`src/rtl/dbacc_pkg.sv`:
```
package dbacc_pkg;

    typedef enum logic [2:0] {
        RT_IDLE,
        RT_IN_FB,
        RT_IN_REG,
        RT_FB_REG,
        RT_LOAD_IN,
        RT_LOAD_FB
    } route_e;

    function automatic route_e pick_route(input logic in_v, input logic sum_v, input logic reg_v);
        route_e rt;
        if (in_v && sum_v)      rt = RT_IN_FB;
        else if (in_v && reg_v) rt = RT_IN_REG;
        else if (sum_v && reg_v) rt = RT_FB_REG;
        else if (in_v)          rt = RT_LOAD_IN;
        else if (sum_v)         rt = RT_LOAD_FB;
        else                    rt = RT_IDLE;
        return rt;
    endfunction

    function automatic logic route_pushes(input route_e rt);
        return (rt == RT_IN_FB) || (rt == RT_IN_REG) || (rt == RT_FB_REG);
    endfunction

endpackage

```
`src/rtl/dbacc_route.sv`:
```
module dbacc_route
    import dbacc_pkg::*;
#(
    parameter int DW = 32
) (
    input  route_e          route,
    input  logic [DW-1:0]   data_in,
    input  logic [DW-1:0]   sum,
    input  logic [DW-1:0]   hold_d,
    output logic [DW-1:0]   op_a,
    output logic [DW-1:0]   op_b,
    output logic            push
);
    always_comb begin
        op_a = data_in;
        op_b = sum;
        unique case (route)
            RT_IN_FB:  begin op_a = data_in; op_b = sum;    end
            RT_IN_REG: begin op_a = data_in; op_b = hold_d; end
            RT_FB_REG: begin op_a = hold_d;  op_b = sum;    end
            default:   begin op_a = data_in; op_b = sum;    end
        endcase
    end

    assign push = route_pushes(route);
endmodule

```
`src/rtl/dbacc_adder_pipe.sv`:
```
module dbacc_adder_pipe #(
    parameter int DW  = 32,
    parameter int LAT = 4
) (
    input  logic            clk,
    input  logic            rst,
    input  logic            push,
    input  logic [DW-1:0]   op_a,
    input  logic [DW-1:0]   op_b,
    output logic [DW-1:0]   sum,
    output logic            sum_valid,
    output logic            empty
);
    localparam int LAST = LAT - 1;

    logic [DW-1:0] st_d [LAT];
    logic [LAT-1:0] st_v;

    for (genvar g = 0; g < LAT; g++) begin : g_stage
        if (g == 0) begin : g_head
            always_ff @(posedge clk) begin
                if (rst) begin
                    st_v[0] <= 1'b0;
                    st_d[0] <= '0;
                end else begin
                    st_v[0] <= push;
                    st_d[0] <= op_a + op_b;
                end
            end
        end else begin : g_body
            always_ff @(posedge clk) begin
                if (rst) begin
                    st_v[g] <= 1'b0;
                    st_d[g] <= '0;
                end else begin
                    st_v[g] <= st_v[g-1];
                    st_d[g] <= st_d[g-1];
                end
            end
        end
    end

    assign sum       = st_d[LAST];
    assign sum_valid = st_v[LAST];
    assign empty     = ~|st_v;
endmodule

```
`src/rtl/dbacc_hold.sv`:
```
module dbacc_hold
    import dbacc_pkg::*;
#(
    parameter int DW = 32
) (
    input  logic            clk,
    input  logic            rst,
    input  route_e          route,
    input  logic            drain,
    input  logic [DW-1:0]   data_in,
    input  logic [DW-1:0]   sum,
    output logic [DW-1:0]   hold_d,
    output logic            hold_v
);
    always_ff @(posedge clk) begin
        if (rst) begin
            hold_v <= 1'b0;
            hold_d <= '0;
        end else if (drain) begin
            hold_v <= 1'b0;
        end else begin
            unique case (route)
                RT_LOAD_IN: begin hold_v <= 1'b1; hold_d <= data_in; end
                RT_LOAD_FB: begin hold_v <= 1'b1; hold_d <= sum;     end
                RT_IN_REG,
                RT_FB_REG:  hold_v <= 1'b0;
                default:    ;
            endcase
        end
    end
endmodule

```
`src/rtl/dbacc_done.sv`:
```
module dbacc_done (
    input  logic clk,
    input  logic rst,
    input  logic take,
    input  logic take_last,
    input  logic pipe_empty,
    input  logic hold_v,
    output logic last_seen,
    output logic ready
);
    assign ready = last_seen && pipe_empty && hold_v;

    always_ff @(posedge clk) begin
        if (rst)
            last_seen <= 1'b0;
        else if (ready)
            last_seen <= 1'b0;
        else if (take && take_last)
            last_seen <= 1'b1;
    end
endmodule

```
`src/rtl/dbacc_top.sv`:
```
module dbacc_top
    import dbacc_pkg::*;
#(
    parameter int DW  = 32,
    parameter int LAT = 4
) (
    input  logic            clk,
    input  logic            rst,
    input  logic [DW-1:0]   data_in,
    input  logic            data_valid,
    input  logic            data_last,
    output logic [DW-1:0]   result,
    output logic            result_ready
);
    logic            take;
    logic            last_seen;
    logic            pipe_empty;
    logic            sum_valid;
    logic [DW-1:0]   sum;
    logic [DW-1:0]   hold_d;
    logic            hold_v;
    logic [DW-1:0]   op_a;
    logic [DW-1:0]   op_b;
    logic            push;
    route_e          route;

    assign take  = data_valid && !last_seen;
    assign route = pick_route(take, sum_valid, hold_v);

    dbacc_route #(.DW(DW)) u_route (
        .route   (route),
        .data_in (data_in),
        .sum     (sum),
        .hold_d  (hold_d),
        .op_a    (op_a),
        .op_b    (op_b),
        .push    (push)
    );

    dbacc_adder_pipe #(.DW(DW), .LAT(LAT)) u_pipe (
        .clk       (clk),
        .rst       (rst),
        .push      (push),
        .op_a      (op_a),
        .op_b      (op_b),
        .sum       (sum),
        .sum_valid (sum_valid),
        .empty     (pipe_empty)
    );

    dbacc_hold #(.DW(DW)) u_hold (
        .clk     (clk),
        .rst     (rst),
        .route   (route),
        .drain   (result_ready),
        .data_in (data_in),
        .sum     (sum),
        .hold_d  (hold_d),
        .hold_v  (hold_v)
    );

    dbacc_done u_done (
        .clk        (clk),
        .rst        (rst),
        .take       (take),
        .take_last  (data_last),
        .pipe_empty (pipe_empty),
        .hold_v     (hold_v),
        .last_seen  (last_seen),
        .ready      (result_ready)
    );

    assign result = hold_d;
endmodule

```
`config.mk`:
```
export PLATFORM = sky130hd
export DESIGN_NAME = dbacc_top
export DESIGN_NICKNAME = d
export VERILOG_FILES = /design/src/rtl/dbacc_pkg.sv /design/src/rtl/dbacc_route.sv /design/src/rtl/dbacc_adder_pipe.sv /design/src/rtl/dbacc_hold.sv /design/src/rtl/dbacc_done.sv /design/src/rtl/dbacc_top.sv
export SDC_FILE = /design/constraint.sdc
export NUM_CORES = 1
export LEC_CHECK = 0
export BUFFER_PORTS_ARGS = -buffer_cell sky130_fd_sc_hd__buf_2
export CAP_MARGIN = 5
export CORE_AREA = 2 2 139 107
export CTS_BUF_LIST = sky130_fd_sc_hd__clkbuf_8
export DETAILED_ROUTE_END_ITERATION = 7
export DIE_AREA = 0 0 141 109
export PLACE_DENSITY = 0.84
export SLEW_MARGIN = 20
export SYNTH_ARGS = -nofsm -noshare
export SYNTH_HDL_FRONTEND = slang
export SYNTH_SLANG_ARGS = --single-unit
```
`constraint.sdc`:
```
create_clock -name clk -period 5.5 [get_ports clk]
set_clock_uncertainty 0.1 [all_clocks]
set_input_delay 1.1 -clock clk [delete_from_list [all_inputs] [get_ports clk]]
set_output_delay 1.1 -clock clk [all_outputs]
set_load 0.01 [all_outputs]
```
# After elaboration in Yosys (flattened, before gate mapping)

Memories as Yosys holds them, arrays and structs flattened.
Cells that the tools add are included.

$add $sub $neg: 1
Equality and inequality tests: 5
Muxes and demuxes: 16
Bitwise gates (word level): 5
Reduce and logical (&&, ||, !) cells: 18

Operator list:

| operator                                            | count |
|---|---|
| two-way mux 32 bit                                  | 6 |
| case mux 32 bit (2 select lines)                    | 1 |
| adder 32 bit                                        | 1 |
| two-way mux 3 bit                                   | 5 |
| logical AND 1 bit                                   | 7 |
| equality test 3 x 2 -> 1 bit, second input constant | 2 |
| equality test 3 bit, second input constant          | 2 |
| OR reduction 2 bit                                  | 3 |
| bitwise OR 1 bit                                    | 4 |
| nonzero test 2 bit                                  | 2 |
| OR reduction 4 bit                                  | 1 |
| equality test 3 x 1 -> 1 bit, second input constant | 1 |
| two-way mux 1 bit                                   | 3 |
| logical NOT 1 bit                                   | 2 |
| logical OR 1 bit                                    | 2 |
| case mux 1 bit (2 select lines)                     | 1 |
| AND reduction 2 bit                                 | 1 |
| NOT 1 bit                                           | 1 |

Flip-flop bits (word level): 38
Memory bits (writable): 128
Input port bits: 36
Output and inout port bits: 33
Word-level logic and storage cells: 53
Memories kept: 1

Memories:

| name        | depth | bits a word | read ports | clocked after Yosys merged registers in | write ports | RTL line               | RTL |
|---|---|---|---|---|---|---|---|
| u_pipe.st_d | 4     | 32          | 4          | 0                                       | 4           | dbacc_adder_pipe.sv:16 | `logic [DW-1:0] st_d [LAT];` |

# Depth between registers and ports, before layout

Gate-level depths: netlist of run 1.

Depth after elaboration: 10
Depth in mapped cells: 14
Mapped depth without buffers: 12

# Modules after synthesis

From an unflattened synthesis of run 1, not the netlist that was laid out.

Cells, all modules: 741
Area total of the unflattened synthesis: 7,686.1 µm²

Modules (own cells, without submodules):

| module           | instances | cells an instance | area each (µm²) | seq. area each (µm²) |
|---|---|---|---|---|
| dbacc_adder_pipe | 1         | 540               | 5,340.1         | 2,642.5 |
| dbacc_hold       | 1         | 114               | 1,407.6         | 660.6 |
| dbacc_route      | 1         | 74                | 822.0           | 0.0 |
| dbacc_top        | 1         | 8                 | 62.6            | 0.0 |
| dbacc_done       | 1         | 5                 | 53.8            | 20.0 |

# Worst setup path before layout of run 1

Ideal clock, no wire load.

Path kind: input to register
From: input port data_valid
To: memory u_pipe.st_d[0][30]
Setup time: 0.121 ns
Arrival: 4.060 ns
Required time: 5.279 ns
Slack: 1.218 ns
Stages: 13
Cell sequence: nand2b_1 nor2_1 clkbuf_1 mux2_2 ha_1 fa_1 a21o_1 a221oi_2 o21a_2 o21ai_4 a21oi_4 o21ai_2 mux2_4

RTL lines:

| what            | RTL line               | RTL |
|---|---|---|
| start, declared | dbacc_top.sv:10        | `input logic data_valid,` |
| end, declared   | dbacc_adder_pipe.sv:16 |  |

==> metrics.yaml, run 1 <==
clocking:
  clock_tree.root_cell: "clkbuf_8"
  cts_tree: "yes"
  clk_path_buf_depth: 2
  postCtsHoldBufs: 0
  cts_sinks: 166
  cts_buffers: 17
  worstSkewPairLatency_ns: 0.45
  clk_pin_slew_worst_paths_ns: 0.09
  htree_levels: 4
  cts_setup_buffers: 0
  cts_resized: 0
place:
  place_inst: 977
  dp_hpwl_um: 10700
  gp_congestion: 0.938
  io_buffers: 68
synth:
  ys_top_cells_by_area: "dfxtp_1 (44%), mux2_2 (9.3%), nor2b_1 (9.0%), ha_1 (5.1%), mux2i_1 (4.1%)"
  synth-seq-area-share_pct: 44.1
  synth_top_area_cell: "dfxtp_1"
  synth_cell_types: 57
  synth_ff_type: "dfxtp_1"
  synth.cell_area_um2: 7540
  async_reset_ff_share_pct: 0
  synth_edf_count: 0
  synth-seq-cells: 166
  syn_avg_cell_area_um2: 9.88
  yosysTopAreaCellShare_pct: 44.1
  syn_inst: 763
  synth_fp_nets: 831
  yosysWarnings: 0
pwr:
  leakagePower_nw: 3.52
  intPower_mw: 1.82
  power_frac_clock_pct: 33.5
  comb_power_share_pct: 14.1
  powerDensity_nw_per_um2: 298
  peakVddDrop_v: 0.000179
  p_switching_mw: 0.694
  power_frac_seq_pct: 52.4
  power_mw: 2.51
  p_sw_share_pct: 27.6
final_layout:
  final_nets: 885
  layout_commonest_cell: "dfxtp_1"
  area_growth_pct: 11.6
  fillers: 1166
  diodes: 0
  final_cell_mix: "dfxtp_1 (165), nor2b_1 (108), nor2_1 (71)"
  drive_above_1_share_pct: 22.7
  fin_cells: 1010
run_status:
  status: "finished clean"
worst_setup_path:
  cp.required_ns: 5.73
  crit_type: "primary input to register"
  r2r_cells: 12
  worst_r2r_endpoint: "u_pipe.st_d[0][30]"
  timing.rr.start: "u_pipe.sum_valid"
  worstPathMaxFanout: 12
  critPathLaunchType: "primary input"
  critPathCaptureType: "register"
  reg2reg_setup_slack_ns: 1.56
  crit_arrival_ns: 4.38
hold_path:
  whs_path_depth: 1
  hp-start: "u_pipe.st_d[1][3]"
  hold_class: "register to register"
  hold_end: "u_pipe.st_d[2][3]"
die:
  die_w_um: 141
  coreArea_um2: 14100
  pin_count: 69
  rows: 38
  start_util_pct: 53.4
  dieArea_um2: 15400
  die_y_um: 109
timing:
  worstMarginPinSlew_ns: 0.654
  fin_crit_sh_pct: 75.3
  fin_tns_setup_ns: 0
  setup_viol: 0
  max_slew_margin_pct: 56.3
  hold_viol_final: 0
  finalCriticalPeriod_ns: 4.14
  max_freq_mhz: 241
  drv_slew: 0
  grt_setup_unrepaired: "false"
route:
  first_iter_violations: 321
  viasPerCell: 5.49
  final_antenna_net_count: 0
  dr.pass1.iters: 5
  drc: 0
  via_count: 5541
  wl_per_cell_um: 15.4
  drt_wl_total_um: 15600
global_routing:
  overflow: 0
  grt_pass1_vias: 5270
  antenna_found_initial: 0
  grt_max_degree: 109
  grt_pass1_wl_um: 26200
  grt_util_all_layers_pct: 21.1
run:
  max-cap-violations: 0
==> registers in the layout, summed over array words and instances, names as in the netlist <==
name              cells
u_pipe.st_d         128
u_hold.hold_d        32
u_pipe.st_v           3
u_done.last_seen      1
u_hold.hold_v         1
u_pipe.sum_valid      1
==> worst max-delay path, cell delays in order <==
cell and delay [ns]:
buf_2 0.11, nand2b_1 0.12, and3_1 0.21, buf_4 0.23, mux2_2 0.36, ha_1 0.21, fa_1 0.41, a21o_1 0.22
a221oi_2 0.47, o21a_2 0.27, o21ai_4 0.10, a21oi_4 0.17, o21ai_2 0.09, mux2_4 0.30
==> through the flow <==
stage	cell area [um^2]	hold WS (ns)	worst slack (ns)	util, %
finish	8420	0.330	1.36	59.6
global route	8420	0.346	1.23	59.6
CTS	8390	0.334	1.41	59.4
detailed placement	8010	0.322	0.948	56.7
global placement	8010	0.315	0.991	56.7
floorplan	7540	0.314	1.22	-
==> cell type report <==
cell class,instances,area [um^2],share of cell area [%]
clock buffers,19,262,3.11
clock inverters,13,120,1.43
multi-input cells,550,4040,48.0
repair buffers,77,430,5.11
well taps,180,225,2.68
flip-flops and latches,166,3320,39.5
inverters,5,18.8,0.223
==> logic make-up (layout without fill, tap and decap cells) <==
kind of cell,count (synthesis),after routing,synth area share [%]
adder cells (fa/ha/maj),32,32,5.41
XOR/XNOR,24,24,2.79
buffers and inverters,47,114,2.51
AO/OA/AOI/OAI,138,138,12.9
multiplexers,98,98,14.3
AND/OR/NAND/NOR,258,258,18.0
flip-flops,166,166,44.1
==> synth_stat cells (12+ instances only) <==
master / n
a211oi_1: 34
a21o_1: 14
a21oi_1: 33
clkbuf_1: 29
dfxtp_1: 166
ha_1: 31
mux2_2: 62
mux2i_1: 31
nand2_1: 29
nor2_1: 73
nor2b_1: 108
o21ai_0: 14
xnor2_1: 12
xor2_1: 12
==> metal layers <==
layer  share of wire (%)  track usage (%)  up-vias
met5                   0                0        -
met4                 1.1             5.50        0
met3                 4.1             4.22       19
met2                  43             32.7      127
met1                  51             30.3     2616
li1                    -                -     2779
==> worst max path at each step <==
stage	start	end	slack, ns	cells past startpoint
after global routing	data_valid	u_pipe.st_d[0][30]	1.23	14
after CTS	data_valid	u_pipe.st_d[0][30]	1.41	14
final	data_valid	u_pipe.st_d[0][30]	1.36	14
after detailed placement	data_valid	u_pipe.st_d[0][30]	0.95	14
after global placement	data_valid	u_pipe.st_d[0][31]	0.99	13
after floorplan	data_valid	u_pipe.st_d[0][30]	1.22	13
==> power by group through the flow <==
| stage | clock network [mW] | logic [mW] | registers, mW |
|---|---|---|---|
| after CTS | 0.860 | 0.351 | 1.32 |
| final | 0.842 | 0.354 | 1.32 |
| after detailed placement | 0 | 0.347 | 1.34 |
| after global routing | 0.908 | 0.395 | 1.33 |
| after floorplan | 0 | 0.244 | 1.34 |
| after global placement | 0 | 0.340 | 1.34 |
No activity file was read; power rests on OpenSTA's default activity.
==> run 2: changes to the inputs <==
- PLACE_DENSITY: 0.84 -> 0.87
- clock period: 5.5 -> 3.4 ns (I/O delays scaled with it)
==> metrics.yaml, run 2 (same netlist as run 1, synthesis figures left out) <==
pwr:
  powerDensity_nw_per_um2: 462  # +55%
  leakagePower_nw: 3.98  # +13%
  peakVddDrop_v: 0.000394  # +120%
  power_mw: 4.28  # +70%
die:
  coreArea_um2: 14100  # unchanged
  dieArea_um2: 15400  # unchanged
  start_util_pct: 53.4  # unchanged
  die_w_um: 141  # unchanged
  rows: 38  # unchanged
  die_y_um: 109  # unchanged
  pin_count: 69  # unchanged
global_routing:
  grt_pass1_vias: 5833  # +11%
  grt_max_degree: 78  # -28%
  antenna_found_initial: 0  # unchanged
  grt_util_all_layers_pct: 22.9  # +1.8 points
  grt_pass1_wl_um: 27800  # +6.4%
  overflow: 0  # unchanged
worst_setup_path:
  crit_type: "register to register"
  cpPeakStageDelay_ns: 0.38  # -0.09 ns
  crit_arrival_ns: 3.56  # -0.82 ns
  critPathSlowestCell: "mux2_2"
  worst_r2r_endpoint: "u_pipe.st_d[0][18]"
  timing.rr.start: "u_pipe.sum_valid"
  path_cells: "nand2b_1 > nor2_4 > mux2_2 > ha_4 > fa_2 > a21o_1 > a221oi_4 > o21a_2 > o21ai_4 > a311oi_2 > xor2_1 > nor2_1"
  worst-path-stages: 12  # -2
  worstSetupEndpoint: "u_pipe.st_d[0][18]"
  critPathCaptureType: "register"
  crit_start: "u_pipe.sum_valid"
  worstPathMaxFanout: 4  # -8
  cp.required_ns: 3.65  # -2.08 ns
  r2r_cells: 12  # unchanged
  critPathBufInv: 0  # -2
  critPathLaunchType: "register"
  path_delay_family: "compound AO/OA/AOI/OAI gates"
  reg2reg_setup_slack_ns: 0.09  # -1.47 ns
route:
  drc: 0  # unchanged
  via_count: 6002  # +8.3%
  drt_wl_total_um: 17300  # +11%
  viasPerCell: 5.46  # -0.45%
  wl_per_cell_um: 15.7  # +2.0%
  first_iter_violations: 258  # -20%
  dr.pass1.iters: 4  # -1
  final_antenna_net_count: 0  # unchanged
place:
  placed_area_um2: 8750  # +9.2%
  io_buffers: 68  # unchanged
  dp_hpwl_um: 12000  # +12%
  gp_congestion: 0.892  # -4.9%
  place_ws_ns: -0.354  # -1.30 ns
  place_inst: 1066  # +9.1%
clocking:
  cts_tree: "yes"
  htree_levels: 4  # unchanged
  postCtsHoldBufs: 0  # unchanged
  clk_path_buf_depth: 2  # unchanged
  clock_tree.root_cell: "clkbuf_8"
  worstSkewPairLatency_ns: 0.47  # +0.02 ns
  cts_buffers: 17  # unchanged
  clk_pin_slew_worst_paths_ns: 0.10  # about the same
  cts_sinks: 166  # unchanged
final_layout:
  drive_above_1_share_pct: 31.8  # +9.1 points
  final_cell_mix: "dfxtp_1 (165), nor2b_1 (108), buf_4 (94)"
  reg_top3: "u_pipe.st_d: 128 flops, u_hold.hold_d: 32 flops, u_pipe.st_v: 3 flops"
  fin_cells: 1099  # +8.8%
  largest_reg_flops: 128  # unchanged
  fillers: 1023  # -12%
  layout_commonest_cell: "dfxtp_1"
  utilization_pct: 65.6  # +6.0 points
  top_register: "u_pipe.st_d"
  diodes: 0  # unchanged
  final_nets: 974  # +10%
  area_growth_pct: 22.9
  fin_area_um2: 9260  # +10%
timing:
  hold_viol_final: 0  # unchanged
  setup_ws_ns: 0.0855  # -1.27 ns
  setup_viol: 0  # unchanged
  max_freq_mhz: 302
  worstMarginPinSlew_ns: 0.721  # +0.0679 ns
  fin_crit_sh_pct: 97.5
  drv_slew: 0  # unchanged
  finalCriticalPeriod_ns: 3.31
  max_slew_margin_pct: 51.9  # -4.4 points
run_status:
  status: "finished clean"
run:
  max-cap-violations: 0  # unchanged
hold_path:
  hold_class: "register to register"
## run 2: cell count changes in the layout (fill, tap and decap cells not counted), moves of 2 or more
cell,delta
a31oi_1,-2
a21oi_1,-3
ha_1,-5
buf_6,+2
clkbuf_8,-2
buf_4,+85
a21oi_2,+3
inv_8,+2
a31oi_2,+2
buf_12,+3
ha_4,+4
## run 2: timing repair
| item | CTS | global route |
|---|---|---|
| resized for setup | 2 | 18 |
| endpoints found under the setup margin | 1 | 15 |
| pin swaps | 0 | 8 |
| endpoints found under the hold margin | 0 | 0 |
| buffers inserted | 0 | 1 |
## run 2: worst min-delay path by stage
stage	from	endpoint	depth (start not counted)
detailed placement	u_pipe.st_d[2][9]	u_pipe.st_d[3][9]	1
floorplan	u_pipe.st_d[0][0]	u_pipe.st_d[1][0]	1
finish	u_pipe.st_d[1][11]	u_pipe.st_d[2][11]	1
global placement	u_pipe.st_d[2][27]	u_pipe.st_d[3][27]	1
CTS	u_pipe.st_d[1][27]	u_pipe.st_d[2][27]	1
global route	u_pipe.st_d[1][11]	u_pipe.st_d[2][11]	1
## run 2: layout make-up
type                       instances  area [um^2]  area share [%]
multi-input combinational        550         4170            45.0
sequential                       166         3320            35.9
timing repair buffer             166         1120            12.1
clock buffer                      17          234            2.53
tap                              180          225            2.43
clock inverter                    15          168            1.81
inverter                           5         18.8           0.203
## run 2: through the flow
step | hold slack [ns] | TNS [ns]
after floorplan | 0.314 | -0.416
after global placement | 0.315 | -4.09
after detailed placement | 0.322 | -5.47
after CTS | 0.340 | 0
after global routing | 0.345 | -0.00526
final | 0.332 | 0
## run 2: power by group
group          leakage, nW  internal, mW  total (mW)  switching (mW)
Combinational         2.41         0.332       0.690           0.358
Sequential            1.36          2.07        2.13          0.0643
Clock                0.203         0.671        1.46           0.786
## run 2: per-layer routing
| layer | GRT usage, % | routed length [um] | vias to the layer above |
|---|---|---|---|
| met1 | 29.7 | 8180 | 2876 |
| met4 | 6.93 | 194 | 0 |
| met3 | 5.67 | 938 | 20 |
| li1 | - | - | 2950 |
| met2 | 38.0 | 7990 | 156 |
| met5 | 0 | 0 | - |
==> run 3: changes to the inputs <==
- CORE_AREA: 2 2 139 107 -> 2 2 155 96
- DIE_AREA: 0 0 141 109 -> 0 0 157 98
- PLACE_DENSITY: 0.87 -> 0.88
==> metrics.yaml, run 3 (same netlist as run 1, synthesis figures left out) <==
run_status:
  status: "finished clean"
timing:
  max_slew_margin_pct: 56.0  # +4.1 points
  max_freq_mhz: 296  # -1.7%
  hold_viol_final: 0  # unchanged
  setup_viol: 0  # unchanged
  fin_crit_sh_pct: 99.2  # +1.7 points
  drv_slew: 0  # unchanged
  worstMarginPinSlew_ns: 0.654  # -0.0671 ns
  finalCriticalPeriod_ns: 3.37  # +0.0584 ns
final_layout:
  layout_commonest_cell: "dfxtp_1"
  reg_top3: "u_pipe.st_d: 128 flops, u_hold.hold_d: 32 flops, u_pipe.st_v: 3 flops"
  area_growth_pct: 23.7
  largest_reg_flops: 128  # unchanged
  diodes: 0  # unchanged
  final_cell_mix: "dfxtp_1 (163), nor2b_1 (108), buf_4 (102)"
  drive_above_1_share_pct: 33.4  # +1.6 points
  fin_area_um2: 9330  # +0.70%
  final_nets: 983  # +0.92%
  utilization_pct: 66.3  # +0.65 points
  top_register: "u_pipe.st_d"
pwr:
  power_frac_clock_pct: 32.4  # -1.7 points
  p_switching_mw: 1.26  # +4.1%
  power_frac_seq_pct: 50.8  # +1.0 points
  intPower_mw: 2.94  # -4.1%
  powerDensity_nw_per_um2: 450  # -2.5%
  p_sw_share_pct: 29.9  # +1.7 points
  comb_power_share_pct: 16.8  # +0.7 points
  peakVddDrop_v: 0.000273  # -31%
  power_mw: 4.20  # -1.8%
  leakagePower_nw: 4.03  # +1.2%
global_routing:
  grt_max_degree: 82  # +5.1%
  grt_pass1_wl_um: 28900  # +4.0%
  grt_util_all_layers_pct: 23.6  # +0.77 points
  grt_pass1_vias: 5900  # +1.1%
  antenna_found_initial: 0  # unchanged
  overflow: 0  # unchanged
clocking:
  worstSkewPairLatency_ns: 0.47  # about the same
  cts_tree: "yes"
  htree_levels: 4  # unchanged
  clk_pin_slew_worst_paths_ns: 0.09  # about the same
  cts_buffers: 17  # unchanged
  cts_sinks: 166  # unchanged
  clock_tree.root_cell: "clkbuf_8"
  clk_path_buf_depth: 2  # unchanged
route:
  via_count: 6019  # +0.28%
  drc: 0  # unchanged
  dr.pass1.iters: 5  # +1
  wl_per_cell_um: 16.2  # +3.2%
  final_antenna_net_count: 0  # unchanged
  drt_wl_total_um: 18300  # +5.7%
  viasPerCell: 5.35  # -2.1%
  first_iter_violations: 410  # +59%
die:
  start_util_pct: 53.5  # +0.15 points
  rows: 34  # -11%
  coreArea_um2: 14100  # -0.28%
  die_w_um: 157  # +11%
  pin_count: 69  # unchanged
  dieArea_um2: 15400  # +0.11%
  die_y_um: 98  # -10%
worst_setup_path:
  cpPeakStageDelay_ns: 0.43  # +0.05 ns
  path_delay_family: "compound AO/OA/AOI/OAI gates"
  crit_type: "register to register"
  worstPathMaxFanout: 8  # +4
  reg2reg_setup_slack_ns: 0.03  # -0.06 ns
  critPathBufInv: 2  # +2
  cp.required_ns: 3.64  # about the same
  path_cells: "nand2b_4 > and3_1 > buf_6 > buf_12 > mux2_2 > ha_1 > a21o_1 > a31oi_4 > a21oi_1 > o21ai_0 > o31a_1 > xor2_1 > nor2_1"
  critPathCaptureType: "register"
  critPathLaunchType: "register"
  critPathSlowestCell: "o21ai_0"
  crit_arrival_ns: 3.61  # +0.05 ns
place:
  gp_congestion: 0.910  # +2.0%
  io_buffers: 68  # unchanged
  placed_area_um2: 8810  # +0.69%
  dp_hpwl_um: 12800  # +6.4%
hold_path:
  hold_class: "register to register"
run:
  max-cap-violations: 0  # unchanged
## run 3: metal layers
layer	GRT usage [%]	part of all wire (%)
met5	0	0
met4	6.85	1.2
met1	32.9	49
met3	5.37	5.1
met2	36.8	44
## run 3: power groups by stage
| stage | logic [mW] | clock network (mW) | registers, mW |
|---|---|---|---|
| global placement | 0.647 | 0 | 2.17 |
| global route | 0.769 | 1.46 | 2.15 |
| floorplan | 0.402 | 0 | 2.17 |
| finish | 0.706 | 1.36 | 2.13 |
| detailed placement | 0.673 | 0 | 2.17 |
| CTS | 0.684 | 1.37 | 2.13 |
## run 3: per-stage QoR
| step | cells | worst slack [ns] | setup TNS, ns | hold WS (ns) |
|---|---|---|---|---|
| CTS | 1122 | 0.0147 | 0 | 0.335 |
| global placement | 1089 | -0.442 | -5.03 | 0.316 |
| floorplan | 763 | -0.125 | -0.416 | 0.314 |
| global route | 1126 | -0.135 | -0.279 | 0.349 |
| finish | 1126 | 0.0271 | 0 | 0.335 |
| detailed placement | 1089 | -0.518 | -6.82 | 0.322 |
## run 3: area by class of cell
class                   instances  area, um^2
fillers                      1066        4750
multi-input cells             550        4170
flip-flops and latches        166        3330
repair buffers                175        1190
well taps                     198         248
clock buffers                  17         234
clock inverters                15         141
inverters                       5        18.8
## run 3: worst paths after layout
path	depth (start not counted)	to	startpoint
max	13	u_pipe.st_d[0][15]	u_done.last_seen
min	1	u_pipe.st_d[1][8]	u_pipe.st_d[0][8]
max reg2reg	13	u_pipe.st_d[0][15]	u_done.last_seen
min reg2reg	1	u_pipe.st_d[1][8]	u_pipe.st_d[0][8]
## run 3: worst reg2reg max path: stages (launching register included)
cell and delay, ns:
dfxtp_2 0.33, nand2b_4 0.13, and3_1 0.16, buf_6 0.15
buf_12 0.13, mux2_2 0.33, ha_1 0.35, a21o_1 0.28
a31oi_4 0.20, a21oi_1 0.15, o21ai_0 0.43, o31a_1 0.24
xor2_1 0.20, nor2_1 0.06
## run 3: repair_timing
item                       in CTS  in global routing
hold endpoints to repair        0                  0
gates resized for setup         7                 24
setup endpoints to repair       5                 15
setup buffers                   1                  4
hold buffers                    0                  0
pin swaps                       3                 18
